`config.mk`:
```
export PLATFORM = sky130hd
export DESIGN_NAME = ts_sec_extender
export DESIGN_NICKNAME = d
export VERILOG_FILES = /design/src/rtl/ts_ext_pkg.sv /design/src/rtl/ts_field_unpack.sv /design/src/rtl/ts_wrap_fix.sv /design/src/rtl/ts_out_reg.sv /design/src/rtl/ts_sec_extender.sv
export SDC_FILE = /design/constraint.sdc
export NUM_CORES = 1
export LEC_CHECK = 0
export ABC_CLOCK_PERIOD_IN_PS = 3100
export BUFFER_PORTS_ARGS = -buffer_cell sky130_fd_sc_hd__buf_2
export CORE_UTILIZATION = 44
export CTS_CLUSTER_SIZE = 25
export DETAILED_ROUTE_END_ITERATION = 12
export PLACE_DENSITY = 0.92
export RECOVER_POWER = 100
export SLEW_MARGIN = 30
export SYNTH_ARGS = -nofsm -noshare
export SYNTH_HDL_FRONTEND = slang
export SYNTH_SLANG_ARGS = --single-unit
```
`constraint.sdc`:
```
create_clock -name clk -period 3.1 [get_ports clk]
set_input_delay 0.31 -clock clk [delete_from_list [all_inputs] [get_ports clk]]
set_output_delay 0.31 -clock clk [all_outputs]
set_load 0.01 [all_outputs]
```
`src/rtl/ts_ext_pkg.sv`:
```
// Package: shared defaults and types for the truncated seconds extender.
// Assumes: widths in here are defaults only; modules take their own parameters.
package ts_ext_pkg;

    // Default geometry of the compact stamp
    localparam int unsigned DEF_WORD_W = 32;
    localparam int unsigned DEF_NS_W   = 30;
    localparam int unsigned DEF_SEC_W  = 48;
    localparam int unsigned DEF_TLO_W  = 2;
    localparam int unsigned DEF_THI_W  = 4;

    // Correction decision taken on the truncated window
    typedef enum logic {
        FIX_NONE = 1'b0,
        FIX_BACK = 1'b1
    } fix_e;

endpackage

```
`src/rtl/ts_field_unpack.sv`:
```
// Module: splits the two descriptor words into nanoseconds and truncated seconds.
// Assumes: nanoseconds occupy the low NS_W bits of word 0, the low seconds part
// sits directly above them, and the high seconds part is at the bottom of word 1.
module ts_field_unpack #(
    parameter int unsigned WORD_W = ts_ext_pkg::DEF_WORD_W,
    parameter int unsigned NS_W   = ts_ext_pkg::DEF_NS_W,
    parameter int unsigned TLO_W  = ts_ext_pkg::DEF_TLO_W,
    parameter int unsigned THI_W  = ts_ext_pkg::DEF_THI_W,
    localparam int unsigned TRUNC_W = TLO_W + THI_W
) (
    input  logic [WORD_W-1:0]  word0,
    input  logic [THI_W-1:0]   word1_lo,
    output logic [NS_W-1:0]    ns,
    output logic [TRUNC_W-1:0] trunc
);

    // Gather fields: nanoseconds straight through, seconds parts concatenated
    always_comb begin
        ns    = word0[NS_W-1:0];
        trunc = {word1_lo, word0[NS_W +: TLO_W]};
    end

endmodule

```
`src/rtl/ts_wrap_fix.sv`:
```
// Module: rebuilds the full seconds from live seconds and a truncated field.
// Assumes: live time is at most half the truncated window past the capture.
// Arithmetic is one bit wider than the seconds so a result below zero shows
// up as a set sign bit instead of silently wrapping.
module ts_wrap_fix #(
    parameter int unsigned SEC_W   = ts_ext_pkg::DEF_SEC_W,
    parameter int unsigned TRUNC_W = ts_ext_pkg::DEF_TLO_W + ts_ext_pkg::DEF_THI_W,
    localparam int unsigned EXT_W  = SEC_W + 1
) (
    input  logic [TRUNC_W-1:0] trunc,
    input  logic [SEC_W-1:0]   live,
    output logic [SEC_W-1:0]   sec,
    output logic               under
);

    localparam logic signed [EXT_W-1:0] WIN =
        {{(EXT_W-TRUNC_W-1){1'b0}}, 1'b1, {TRUNC_W{1'b0}}};

    ts_ext_pkg::fix_e         fix;
    logic signed [EXT_W-1:0]  base_s;
    logic signed [EXT_W-1:0]  trunc_s;
    logic signed [EXT_W-1:0]  sum_s;
    logic                     live_low_unused;

    // Bits below the window top of the live counter do not enter the result
    assign live_low_unused = ^live[TRUNC_W-2:0];

    // Wrap decision: captured window top set while live window top clear
    always_comb begin
        fix = (trunc[TRUNC_W-1] && !live[TRUNC_W-1]) ? ts_ext_pkg::FIX_BACK
                                                      : ts_ext_pkg::FIX_NONE;
    end

    // Signed merge of live upper seconds with the captured field
    always_comb begin
        base_s  = signed'({1'b0, live[SEC_W-1:TRUNC_W], {TRUNC_W{1'b0}}});
        trunc_s = signed'({{(EXT_W-TRUNC_W){1'b0}}, trunc});
        sum_s   = base_s + trunc_s;
        if (fix == ts_ext_pkg::FIX_BACK) begin
            sum_s = sum_s - WIN;
        end
        sec   = sum_s[SEC_W-1:0];
        under = sum_s[EXT_W-1];
    end

endmodule

```
`src/rtl/ts_out_reg.sv`:
```
// Module: output stage holding the last reconstructed timestamp and a strobe.
// Assumes: synchronous active-low reset; data is loaded only on a valid input.
module ts_out_reg #(
    parameter int unsigned SEC_W = ts_ext_pkg::DEF_SEC_W,
    parameter int unsigned NS_W  = ts_ext_pkg::DEF_NS_W
) (
    input  logic             clk,
    input  logic             rst_n,
    input  logic             load,
    input  logic [SEC_W-1:0] sec_d,
    input  logic [NS_W-1:0]  ns_d,
    input  logic             under_d,
    output logic             vld_q,
    output logic [SEC_W-1:0] sec_q,
    output logic [NS_W-1:0]  ns_q,
    output logic             under_q
);

    // Strobe follows the load input by one cycle
    always_ff @(posedge clk) begin
        if (!rst_n) begin
            vld_q <= 1'b0;
        end else begin
            vld_q <= load;
        end
    end

    // Result registers update only when a stamp is presented
    always_ff @(posedge clk) begin
        if (!rst_n) begin
            sec_q   <= '0;
            ns_q    <= '0;
            under_q <= 1'b0;
        end else if (load) begin
            sec_q   <= sec_d;
            ns_q    <= ns_d;
            under_q <= under_d;
        end
    end

endmodule

```
`src/rtl/ts_sec_extender.sv`:
```
// Module: top of the truncated timestamp seconds extender.
// Assumes: descriptor words and live seconds are sampled in the same cycle;
// the live counter is no more than half the truncated window past the capture.
// Latency: one cycle from stamp_vld to rec_vld.
module ts_sec_extender #(
    parameter int unsigned WORD_W = ts_ext_pkg::DEF_WORD_W,
    parameter int unsigned NS_W   = ts_ext_pkg::DEF_NS_W,
    parameter int unsigned SEC_W  = ts_ext_pkg::DEF_SEC_W,
    parameter int unsigned TLO_W  = ts_ext_pkg::DEF_TLO_W,
    parameter int unsigned THI_W  = ts_ext_pkg::DEF_THI_W
) (
    input  logic              clk,
    input  logic              rst_n,
    input  logic              stamp_vld,
    input  logic [WORD_W-1:0] desc_w0,
    input  logic [WORD_W-1:0] desc_w1,
    input  logic [SEC_W-1:0]  live_sec,
    output logic              rec_vld,
    output logic [SEC_W-1:0]  rec_sec,
    output logic [NS_W-1:0]   rec_ns,
    output logic              rec_under
);

    localparam int unsigned TRUNC_W = TLO_W + THI_W;

    logic [NS_W-1:0]    ns_c;
    logic [TRUNC_W-1:0] trunc_c;
    logic [SEC_W-1:0]   sec_c;
    logic               under_c;
    logic               w1_high_unused;

    // Upper bits of the second word carry nothing for this block
    assign w1_high_unused = ^desc_w1[WORD_W-1:THI_W];

    ts_field_unpack #(
        .WORD_W (WORD_W),
        .NS_W   (NS_W),
        .TLO_W  (TLO_W),
        .THI_W  (THI_W)
    ) unpack_i (
        .word0    (desc_w0),
        .word1_lo (desc_w1[THI_W-1:0]),
        .ns       (ns_c),
        .trunc    (trunc_c)
    );

    ts_wrap_fix #(
        .SEC_W   (SEC_W),
        .TRUNC_W (TRUNC_W)
    ) fix_i (
        .trunc (trunc_c),
        .live  (live_sec),
        .sec   (sec_c),
        .under (under_c)
    );

    ts_out_reg #(
        .SEC_W (SEC_W),
        .NS_W  (NS_W)
    ) oreg_i (
        .clk     (clk),
        .rst_n   (rst_n),
        .load    (stamp_vld),
        .sec_d   (sec_c),
        .ns_d    (ns_c),
        .under_d (under_c),
        .vld_q   (rec_vld),
        .sec_q   (rec_sec),
        .ns_q    (rec_ns),
        .under_q (rec_under)
    );

endmodule

```
==> results of run 1 <==
==> cell families after synthesis <==
family / share of synthesized area (%)
mux: 10.6
fa+ha+maj: 0.358
simple gates: 18.9
xor+xnor: 6.52
compound gates: 14.5
buf+inv: 3.29
flops: 45.8
==> worst paths after layout <==
check                                              startpoint                       endpoint  slack (ns)
worst max-delay path                             live_sec[17]  oreg_i.sec_q[44]$_SDFFE_PN0P_        0.31
worst min-delay path                               desc_w0[8]    oreg_i.ns_q[8]$_SDFFE_PN0P_        0.20
worst max register to register  oreg_i.sec_q[12]$_SDFFE_PN0P_  oreg_i.sec_q[12]$_SDFFE_PN0P_        2.38
worst min register to register    oreg_i.under_q$_SDFFE_PN0P_    oreg_i.under_q$_SDFFE_PN0P_        0.48
==> through the flow <==
stage	power, mW	utilization [%]	std cells
global route	2.25	57.5	640
finish	2.15	57.5	640
global placement	1.47	56.7	624
floorplan	1.32	-	383
detailed placement	1.49	56.7	624
CTS	2.19	59.0	640
==> power by group through the flow <==
stage / Sequential [mW] / Combinational [mW] / Clock [mW]
final: 1.13 / 0.319 / 0.701
after global routing: 1.13 / 0.354 / 0.766
after CTS: 1.12 / 0.340 / 0.723
after detailed placement: 1.15 / 0.339 / 0
after global placement: 1.14 / 0.326 / 0
after floorplan: 1.18 / 0.139 / 0
==> cells in the final DEF (no fill, tap or decap), types with 2 or more instances in the layout <==
master and count:
sky130_fd_sc_hd__a211oi_1 10, sky130_fd_sc_hd__clkinvlp_4 2, sky130_fd_sc_hd__or4_1 22, sky130_fd_sc_hd__o21ai_0 37
sky130_fd_sc_hd__nand2b_1 5, sky130_fd_sc_hd__xor2_1 6, sky130_fd_sc_hd__or3_1 11, sky130_fd_sc_hd__nor2_1 55
sky130_fd_sc_hd__inv_6 3, sky130_fd_sc_hd__nor3_1 8, sky130_fd_sc_hd__buf_2 76, sky130_fd_sc_hd__o31ai_1 8
sky130_fd_sc_hd__clkbuf_8 9, sky130_fd_sc_hd__clkbuf_1 86, sky130_fd_sc_hd__inv_1 3, sky130_fd_sc_hd__a21oi_1 18
sky130_fd_sc_hd__dfxtp_1 80, sky130_fd_sc_hd__a31oi_1 14, sky130_fd_sc_hd__nand2_1 4, sky130_fd_sc_hd__nand4b_1 2
sky130_fd_sc_hd__xnor2_1 20, sky130_fd_sc_hd__nor4_1 10, sky130_fd_sc_hd__or2_2 2, sky130_fd_sc_hd__mux2i_1 37
==> area by class of cell <==
class                   instances  area, um^2  share of cell area, %
clock buffers                   9         124                   2.80
clock inverters                 7        55.1                   1.25
inverters                       3        11.3                  0.255
repair buffers                164         731                   16.5
multi-input cells             275        1770                   40.0
flip-flops and latches         80        1600                   36.2
well taps                     102         128                   2.89
==> sequential cells by signal, indices dropped and copies added, names as in the netlist <==
register	cells
oreg_i.ns_q	30
oreg_i.under_q	1
oreg_i.vld_q	1
oreg_i.sec_q	48
==> per-layer routing <==
layer | routed length [um] | vias to the layer above | GRT usage (%) | part of all wire [%]
met1 | 3830 | 1544 | 25.2 | 42
met4 | 212 | 0 | 9.79 | 2.3
met5 | 0 | - | 0 | 0
li1 | - | 1694 | - | -
met3 | 494 | 19 | 4.19 | 5.4
met2 | 4640 | 113 | 39.4 | 51
==> critical path, stage by stage <==
cell and delay (ns):
sky130_fd_sc_hd__clkbuf_1 0.10, sky130_fd_sc_hd__or4_1 0.62, sky130_fd_sc_hd__or4_4 0.54, sky130_fd_sc_hd__or4_1 0.81
sky130_fd_sc_hd__or4_1 0.49, sky130_fd_sc_hd__a31oi_1 0.18
==> impl_summary.txt, run 1 <==
----------------------------------------------------
[Clocking]
  Count of instances resized after the clock tree is built ... 0
  Number of clock buffers inserted by TritonCTS ... 9
  CTS Sinks ... 80
  CTS tree ... built
  Buffers inserted by post-CTS timing repair ... 0
  Clock slew at the register clock pins of the worst setup and hold paths ... 0.09 ns
  Buffer levels on the longest clock path ... 2
  CTS root buffer ... sky130_fd_sc_hd__clkbuf_8
  Quantity of hold-fixing buffers added after cts ... 0
  Worst-skew pair later-pin latency ... about 0.34 ns
  Total number of H-tree levels ... 3

[Timing]
  Achievable Freq ... 0.358 GHz
  Slew at the pin with the worst max-slew slack ... 1.22 ns
  Sum Neg Setup Slack ... 0 ns
  Slew margin rel. ... between 10% and 20%
  Setup repair after global routing missed its margin ... false
  Post-route clock period utilization ... 90.0%
  Final slew viol count ... 0
  Final hold violation count ... 0
  Setup skew after layout ... 0 ns
  Worst hold-check slack ... 0.196 ns
  Final worst slack ... just over 0.3 ns
  Minimum clock period ... 2.79 ns
  Final number of setup-violating endpoints ... 0

[Route]
  Post-route ant nets ... 0
  DRT Wirelength ... 9.18 mm
  Routed via count divided by cell count ... 5.27
  Detailed router's first-iteration violation count ... 129
  Via count ... between 3000 and 4000
  Initial DRT Pass Iterations ... 4
  Mean routed wirelength per cell ... 14.3 um
  DRC violations left ... 0

[Placement]
  Detailed Place HPWL ... 6.69 mm
  PortBufs ... approximately 160
  Minimum setup slack after placement ... 0.0633 ns
  Routability congestion estimate ... about 0.86
  Area after detailed placement ... around 4400 um^2

[Die]
  Die Span X ... 91.1 um
  Vertical extent of the die ... 91.1 um
  Ports placed on the boundary ... 195
  Initial Utilization ... 45.4%
  Core Region ... 7690 um^2
  Die ar. ... 8300 um^2
  Row count ... 32

[Yosys]
  Async SR Flop Fraction ... 0%
  #FFs+latches synth ... 80
  Post-synth net total ... around 500
  Cell types with the highest counts after synthesis ... sky130_fd_sc_hd__dfxtp_1 (80), sky130_fd_sc_hd__nor2_1 (55), sky130_fd_sc_hd__mux2i_1 (37), sky130_fd_sc_hd__o21ai_0 (37)
  Proportion of synthesized chip area in sequential cells ... 45.8%
  Instance count of the mapped netlist ... 383
  Dominant synthesized flop cell ... sky130_fd_sc_hd__dfxtp_1
  Synth top area cells ... sky130_fd_sc_hd__dfxtp_1 (46%), sky130_fd_sc_hd__mux2i_1 (11%), sky130_fd_sc_hd__nor2_1 (5.9%), sky130_fd_sc_hd__o21ai_0 (5.3%), sky130_fd_sc_hd__xnor2_1 (5.0%)
  Distinct cells, synth ... 29
  Number of flops mapped to enable cells by yosys ... 0
  Warning count from the yosys run ... 0
  Average footprint of a synthesized cell ... 9.12 um^2
  Most frequently used cell type in the post-synthesis netlist ... sky130_fd_sc_hd__dfxtp_1
  Dominant cell type by area after synthesis ... sky130_fd_sc_hd__dfxtp_1
  Cell area after technology mapping ... approximately 3500 um^2
  Area share of the largest cell type after synthesis ... between 40% and 50%

[Critical path]
  Required time at the endpoint of the critical path ... roughly 3.4 ns
  Crit. End Element ... flop
  Critical path class ... in2reg
  Worst Path Max Fanout ... 15
  Logic depth of the worst register-to-register path ... 2
  Critical path launch point type ... primary input
  Critical path data arrival time ... a little over 3 ns

[Finish]
  Share of post-route cells with drive strength above 1 ... between 15 and 20%
  Layout area overhead ... 26.5%
  Antenna Diode Count ... 0
  Cell area after layout ... between 4000 and 5000 um^2
  Fillcell total ... approximately 770
  Net total in the final layout ... 649

[Worst hold path]
  Classification of the worst-slack hold path ... in2reg
  Instance count along the most critical hold path ... 3

[Power]
  Clock group share of total power ... about a third
  Switching Share ... 28.9%
  Internal power ... 1.53 mW
  Psw ... 0.621 mW
  Share of total power in combinational logic ... between 10% and 20%
  Peak supply drop ... about 0.26 mV
  Reported leakage power ... between 1.5 and 2 nW
  Portion of total power attributed to sequential cells ... 52.5%
  Power density over the cells ... approximately 500 nW/um^2

[Outcome]
  Outcome ... complete, no violations

[Global route]
  Initial antenna violation count ... 0
  Overflow after GRT ... 0
  First-pass GRT wire length ... 14.9 mm
  Maximum number of pins on one net before global-route repair ... 72
  Vias in the first global route ... 3265
  Total GRT Usage ... 22.0%

[Job]
  Max capacitance violation total ... 0

----------------------------------------------------
Note: power is estimated with default switching activity, not from simulation.
==> run 2: changes to the inputs <==
Settings changed: CORE_ASPECT_RATIO from default to 1.25.
==> impl_summary.txt, run 2 (synthesis results as in run 1) <==
----------------------------------------------------
[Critical path]
  Critical path data arrival time ... 2.86 ns (-0.19 ns)
  Critical path class ... in2reg
  Terminus of the critical flop-to-flop path ... oreg_i.sec_q[9]$_SDFFE_PN0P_
  Critical path launch point type ... primary input
  Required time at the endpoint of the critical path ... 3.36 ns (about the same)
  Worst Path Max Fanout ... 15 (unchanged)
  Ordered list of cells on the worst path ... buf_2, or4_4, or4_4, or4_1, or4_1, a31oi_1
  Register-to-register setup slack ... 2.33 ns (-0.05 ns)
  Crit. End Element ... flop
  Crit path largest cell delay ... 0.77 ns (-0.04 ns)
  Reg-to-reg critical path startpoint ... oreg_i.sec_q[9]$_SDFFE_PN0P_
  CP max stage cell ... sky130_fd_sc_hd__or4_1
  Logic depth of the worst register-to-register path ... 2 (unchanged)

[Clocking]
  Total number of H-tree levels ... 3 (unchanged)
  Buffers inserted by post-CTS timing repair ... 0 (unchanged)
  CTS Sinks ... 80 (unchanged)
  CTS tree ... built
  Buffer levels on the longest clock path ... 2 (unchanged)
  Number of clock buffers inserted by TritonCTS ... 9 (unchanged)
  Clock slew at the register clock pins of the worst setup and hold paths ... 0.08 ns (about the same)
  Count of instances resized after the clock tree is built ... 0 (unchanged)
  Quantity of hold-fixing buffers added after cts ... 0 (unchanged)
  CTS root buffer ... sky130_fd_sc_hd__clkbuf_8
  Worst-skew pair later-pin latency ... 0.35 ns (about the same)

[Timing]
  Final number of setup-violating endpoints ... 0 (unchanged)
  Slew margin rel. ... -3.56% (-22 points)
  Post-route clock period utilization ... 83.7% (-6.3 points)
  Minimum clock period ... 2.60 ns (-0.196 ns)
  Final slew viol count ... 70 (+70)
  Setup skew after layout ... 0 ns (unchanged)
  Setup repair after global routing missed its margin ... false
  Achievable Freq ... 0.385 GHz (+7.6%)
  Final hold violation count ... 0 (unchanged)
  Sum Neg Setup Slack ... 0 ns (unchanged)
  Slew at the pin with the worst max-slew slack ... 1.55 ns (+0.335 ns)

[Finish]
  Largest register by flop count ... oreg_i.sec_q
  Largest registers in the final layout ... oreg_i.sec_q (48), oreg_i.ns_q (30)
  Antenna Diode Count ... 0 (unchanged)
  Flip-flop count of the largest register, all copies and words added ... 48 (unchanged)
  Fillcell total ... 712 (-7.2%)
  Most frequent standard cell in the layout excluding fill and tap cells ... sky130_fd_sc_hd__clkbuf_1
  Net total in the final layout ... 653 (+0.62%)
  Layout area overhead ... 29.1%
  Most frequent cells in the layout ... sky130_fd_sc_hd__clkbuf_1 (86), sky130_fd_sc_hd__dfxtp_1 (80), sky130_fd_sc_hd__buf_2 (78)
  Share of post-route cells with drive strength above 1 ... 19.0% (+0.97 points)
  Number of non-filler instances in the completed layout ... 634 (-0.94%)

[Global route]
  Overflow after GRT ... 0 (unchanged)
  First-pass GRT wire length ... 13.5 mm (-9.1%)
  Maximum number of pins on one net before global-route repair ... 70 (-2.8%)
  Total GRT Usage ... 21.1% (-0.87 points)
  Vias in the first global route ... 3073 (-5.9%)
  Initial antenna violation count ... 0 (unchanged)

[Placement]
  Detailed Place HPWL ... 6.58 mm (-1.7%)
  PortBufs ... 161 (unchanged)
  Routability congestion estimate ... 0.810 (-6.0%)
  Placed cell count ... 618 (-0.96%)

[Worst hold path]
  Worst hold endpoint ... oreg_i.ns_q[2]$_SDFFE_PN0P_
  Instance count along the most critical hold path ... 3 (unchanged)
  Worst min-delay path startpoint ... desc_w0[2]
  Classification of the worst-slack hold path ... in2reg

[Route]
  Routed via count divided by cell count ... 5.38 (+2.3%)
  Post-route ant nets ... 0 (unchanged)
  DRC violations left ... 0 (unchanged)
  Initial DRT Pass Iterations ... 4 (unchanged)
  Via count ... 3414 (+1.3%)
  Detailed router's first-iteration violation count ... 142 (+10%)
  Mean routed wirelength per cell ... 14.2 um (-1.1%)
  DRT Wirelength ... 9.00 mm (-2.0%)

[Die]
  Initial Utilization ... 46.4% (+0.94 points)
  Die Span X ... 81.7 um (-10%)
  Row count ... 35 (+9.4%)
  Vertical extent of the die ... 102 um (+12%)
  Ports placed on the boundary ... 195 (unchanged)
  Die ar. ... 8300 um^2 (about the same)
  Core Region ... 7530 um^2 (-2.0%)

[Outcome]
  Outcome ... finished with violations
  Violations in the final reports ... max-capacitance violations, max-slew violations

[Power]
  Reported leakage power ... 1.77 nW (+3.6%)
  Peak supply drop ... 0.290 mV (+13%)
  Power density over the cells ... 544 nW/um^2 (+12%)

[Job]
  Max capacitance violation total ... 1 (+1)

----------------------------------------------------
## run 2: changes by cell type in the layout (fill, tap and decap cells not counted), sizes merged
cell / change
inv: -2
clkinvlp: -2
clkinv: -1
clkbuf: +2
bufinv: +4
buf: +3
## run 2: final cells by class
type,count,area (um^2),share of cell area [%]
multi-input combinational,275,1770,39.3
sequential,80,1600,35.5
timing repair buffer,168,742,16.4
clock inverter,6,140,3.11
clock buffer,10,128,2.83
tap,92,115,2.55
inverter,3,11.3,0.250
## run 2: critical path: cells and delay by family
kind	cells	cell delay [ns]
and+or+nand+nor	4	2.26
AOI/OAI and AO/OA	1	0.16
buffers and inverters	1	0.12
## run 2: worst max path at each step
stage,depth (start not counted),slack [ns],to,start
floorplan,6,0.52,oreg_i.under_q$_SDFFE_PN0P_,live_sec[17]
global route,6,0.43,oreg_i.sec_q[34]$_SDFFE_PN0P_,live_sec[13]
CTS,6,0.53,oreg_i.sec_q[41]$_SDFFE_PN0P_,live_sec[17]
global placement,6,0.23,oreg_i.sec_q[43]$_SDFFE_PN0P_,live_sec[17]
detailed placement,6,0.18,oreg_i.sec_q[41]$_SDFFE_PN0P_,live_sec[17]
finish,6,0.50,oreg_i.sec_q[44]$_SDFFE_PN0P_,live_sec[17]
## run 2: routing by layer
| layer | GRT usage [%] | routed length [um] | part of all wire [%] | up-vias |
|---|---|---|---|---|
| met5 | 0 | 0 | 0 | - |
| met3 | 5.41 | 598 | 6.6 | 21 |
| li1 | - | - | - | 1702 |
| met4 | 10.9 | 228 | 2.5 | 0 |
| met1 | 23.4 | 3630 | 40 | 1571 |
| met2 | 36.5 | 4540 | 50 | 120 |
## run 2: metrics by stage
step | instance area, um^2 | utilization, % | setup WS, ns | hold WS [ns] | total power, mW
floorplan | 3490 | - | 0.518 | 0.448 | 1.32
global placement | 4370 | 58.0 | 0.229 | 0.455 | 1.47
detailed placement | 4370 | 58.0 | 0.178 | 0.459 | 1.48
CTS | 4630 | 61.5 | 0.531 | 0.180 | 2.49
global route | 4510 | 59.9 | 0.427 | 0.183 | 2.57
finish | 4510 | 59.9 | 0.505 | 0.192 | 2.45
## run 2: report_power, final
group / switching [mW] / internal [mW] / total, mW / leakage, nW
Combinational: 0.183 / 0.134 / 0.318 / 0.971
Clock: 0.387 / 0.624 / 1.01 / 0.133
Sequential: 0.0325 / 1.09 / 1.13 / 0.663
Total: 0.603 / 1.85 / 2.45 / 1.77
==> run 3: changes to the inputs <==
Settings changed: ABC_CLOCK_PERIOD_IN_PS 3100 to 2420.
Clock period 3.1 ns to 2.42 ns, I/O delays scaled along.
==> impl_summary.txt, run 3 (synthesis results as in run 1) <==
----------------------------------------------------
[Route]
  Routed via count divided by cell count ... 5.34 (-0.86%)
  Post-route ant nets ... 0 (unchanged)
  Detailed router's first-iteration violation count ... 117 (-18%)
  DRT Wirelength ... 9.44 mm (+4.9%)
  Via count ... 3502 (+2.6%)
  DRC violations left ... 0 (unchanged)
  Initial DRT Pass Iterations ... 4 (unchanged)
  Mean routed wirelength per cell ... 14.4 um (+1.4%)

[Die]
  Core Region ... 7530 um^2 (unchanged)
  Row count ... 35 (unchanged)
  Ports placed on the boundary ... 195 (unchanged)
  Die ar. ... 8300 um^2 (unchanged)
  Initial Utilization ... 46.4% (unchanged)
  Vertical extent of the die ... 102 um (unchanged)
  Die Span X ... 81.7 um (unchanged)

[Finish]
  Fillcell total ... 701 (-1.5%)
  Share of post-route cells with drive strength above 1 ... 22.4% (+3.4 points)
  Most frequent standard cell in the layout excluding fill and tap cells ... sky130_fd_sc_hd__clkbuf_1
  Most frequent cells in the layout ... sky130_fd_sc_hd__clkbuf_1 (85), sky130_fd_sc_hd__dfxtp_1 (80), sky130_fd_sc_hd__buf_2 (79)
  Largest registers in the final layout ... oreg_i.sec_q (48), oreg_i.ns_q (30)
  Net total in the final layout ... 674 (+3.2%)
  Layout area overhead ... 32.4%
  Largest register by flop count ... oreg_i.sec_q
  Cell area after layout ... 4630 um^2 (+2.6%)
  Flip-flop count of the largest register, all copies and words added ... 48 (unchanged)

[Worst hold path]
  Classification of the worst-slack hold path ... in2reg
  Instance count along the most critical hold path ... 3 (unchanged)

[Critical path]
  Family with the most delay on the worst path ... simple AND/OR/NAND/NOR gates
  Terminus of the critical flop-to-flop path ... oreg_i.sec_q[47]$_SDFFE_PN0P_
  Critical path launch point type ... primary input
  CP max stage cell ... sky130_fd_sc_hd__or4_4
  Required time at the endpoint of the critical path ... 2.68 ns (-0.68 ns)
  Termination of the worst setup path ... oreg_i.sec_q[47]$_SDFFE_PN0P_
  Crit path largest cell delay ... 0.55 ns (-0.22 ns)
  Stages on the worst setup path ... 7 (+1)
  Critical path data arrival time ... 2.62 ns (-0.24 ns)
  Ordered list of cells on the worst path ... clkbuf_1, or4_4, or4_4, or4_1, buf_6, or4_1, a31oi_1
  Critical path class ... in2reg
  Reg-to-reg critical path startpoint ... oreg_i.sec_q[47]$_SDFFE_PN0P_
  Crit. End Element ... flop
  Logic depth of the worst register-to-register path ... 2 (unchanged)
  Launch point of the worst path ... live_sec[17]
  Register-to-register setup slack ... 1.62 ns (-0.71 ns)
  Number of buffers and inverters on the critical path ... 2 (+1)
  Worst Path Max Fanout ... 14 (-1)

[Timing]
  Slew margin rel. ... -10.5% (-6.9 points)
  Setup skew after layout ... 0 ns (unchanged)
  Setup repair after global routing missed its margin ... false
  Minimum clock period ... 2.36 ns
  Final hold violation count ... 0 (unchanged)
  Post-route clock period utilization ... 97.7%
  Final slew viol count ... 29 (-59%)
  Sum Neg Setup Slack ... 0 ns (unchanged)
  Slew at the pin with the worst max-slew slack ... 1.66 ns (+0.104 ns)
  Final number of setup-violating endpoints ... 0 (unchanged)
  Achievable Freq ... roughly 0.42 GHz

[Global route]
  Total GRT Usage ... 22.9% (+1.9 points)
  Maximum number of pins on one net before global-route repair ... 50 (-29%)
  Initial antenna violation count ... 2 (+2)
  First-pass GRT wire length ... 14.6 mm (+8.5%)
  Overflow after GRT ... 0 (unchanged)
  Vias in the first global route ... 3383 (+10%)

[Placement]
  Routability congestion estimate ... 0.848 (+4.6%)
  Detailed Place HPWL ... 7.06 mm (+7.3%)
  Area after detailed placement ... 4540 um^2 (+3.9%)
  PortBufs ... 161 (unchanged)

[Outcome]
  Violations in the final reports ... max-capacitance violations, max-slew violations
  Outcome ... finished with violations

[Clocking]
  Quantity of hold-fixing buffers added after cts ... 0 (unchanged)
  Count of instances resized after the clock tree is built ... 0 (unchanged)
  CTS root buffer ... sky130_fd_sc_hd__clkbuf_8
  Number of clock buffers inserted by TritonCTS ... 9 (unchanged)
  CTS tree ... built
  Worst-skew pair later-pin latency ... 0.34 ns (about the same)
  Total number of H-tree levels ... 3 (unchanged)
  Clock slew at the register clock pins of the worst setup and hold paths ... 0.09 ns (about the same)
  CTS Sinks ... 80 (unchanged)
  Buffers inserted by post-CTS timing repair ... 0 (unchanged)
  Buffer levels on the longest clock path ... 2 (unchanged)

[Power]
  Peak supply drop ... 0.364 mV (+26%)
  Power density over the cells ... 611 nW/um^2 (+12%)
  Reported leakage power ... 1.83 nW (+3.8%)

[Job]
  Max capacitance violation total ... 1 (unchanged)

----------------------------------------------------
run 3: cell types whose count changed in the layout (fill, tap and decap cells not counted), sizes merged, moves of 2 or more:
| cell | previous run | this run |
|---|---|---|
| buf | 81 | 104 |
| clkinvlp | 0 | 2 |
| bufinv | 4 | 1 |
| diode | 0 | 2 |
| clkbuf | 97 | 95 |
run 3: final cells by class:
| cell class | instances | area, um^2 | area share [%] |
|---|---|---|---|
| clock inverters | 5 | 58.8 | 1.27 |
| inverters | 3 | 11.3 | 0.243 |
| multi-input cells | 275 | 1780 | 38.6 |
| repair buffers | 189 | 922 | 19.9 |
| flip-flops and latches | 80 | 1600 | 34.6 |
| well taps | 92 | 115 | 2.49 |
| diodes | 2 | 5.00 | 0.108 |
| clock buffers | 10 | 128 | 2.76 |
run 3: metrics by stage:
| step | power (mW) | util [%] | setup WS [ns] | hold WS [ns] | std cells |
|---|---|---|---|---|---|
| 2_1_floorplan | 1.69 | - | -0.0944 | 0.380 | 383 |
| 3_3_place_gp | 1.90 | 60.2 | -0.275 | 0.464 | 639 |
| 3_5_place_dp | 1.92 | 60.2 | -0.324 | 0.465 | 639 |
| 4_1_cts | 2.87 | 62.7 | 0.0414 | 0.108 | 654 |
| 5_1_grt | 2.97 | 61.4 | 0.00639 | 0.120 | 656 |
| 6_report | 2.83 | 61.4 | 0.0558 | 0.120 | 656 |
run 3: power breakdown:
part,internal [mW],leakage [nW],total [mW],switching (mW)
registers,1.40,0.663,1.44,0.0423
logic,0.186,1.08,0.429,0.243
clock network,0.471,0.0884,0.953,0.481
run 3: worst min-delay path by stage:
stage | slack [ns] | endpoint | from
CTS | 0.11 | oreg_i.ns_q[24]$_SDFFE_PN0P_ | desc_w0[24]
global placement | 0.46 | oreg_i.under_q$_SDFFE_PN0P_ | oreg_i.under_q$_SDFFE_PN0P_
floorplan | 0.38 | oreg_i.sec_q[47]$_SDFFE_PN0P_ | rst_n
global route | 0.12 | oreg_i.ns_q[12]$_SDFFE_PN0P_ | desc_w0[12]
detailed placement | 0.47 | oreg_i.under_q$_SDFFE_PN0P_ | oreg_i.under_q$_SDFFE_PN0P_
finish | 0.12 | oreg_i.ns_q[24]$_SDFFE_PN0P_ | desc_w0[24]
run 3: layer usage:
| layer | part of all wire [%] | global-route usage [%] |
|---|---|---|
| met1 | 39 | 24.1 |
| met2 | 51 | 40.0 |
| met3 | 6.5 | 6.04 |
| met4 | 3.2 | 14.6 |
| met5 | 0 | 0 |
run 3: worst reg2reg max path: cells and delay by family, from the launching register on:
kind | cells | cell delay (ns)
AO/OA/AOI/OAI | 2 | 0.29
flip-flops | 1 | 0.32
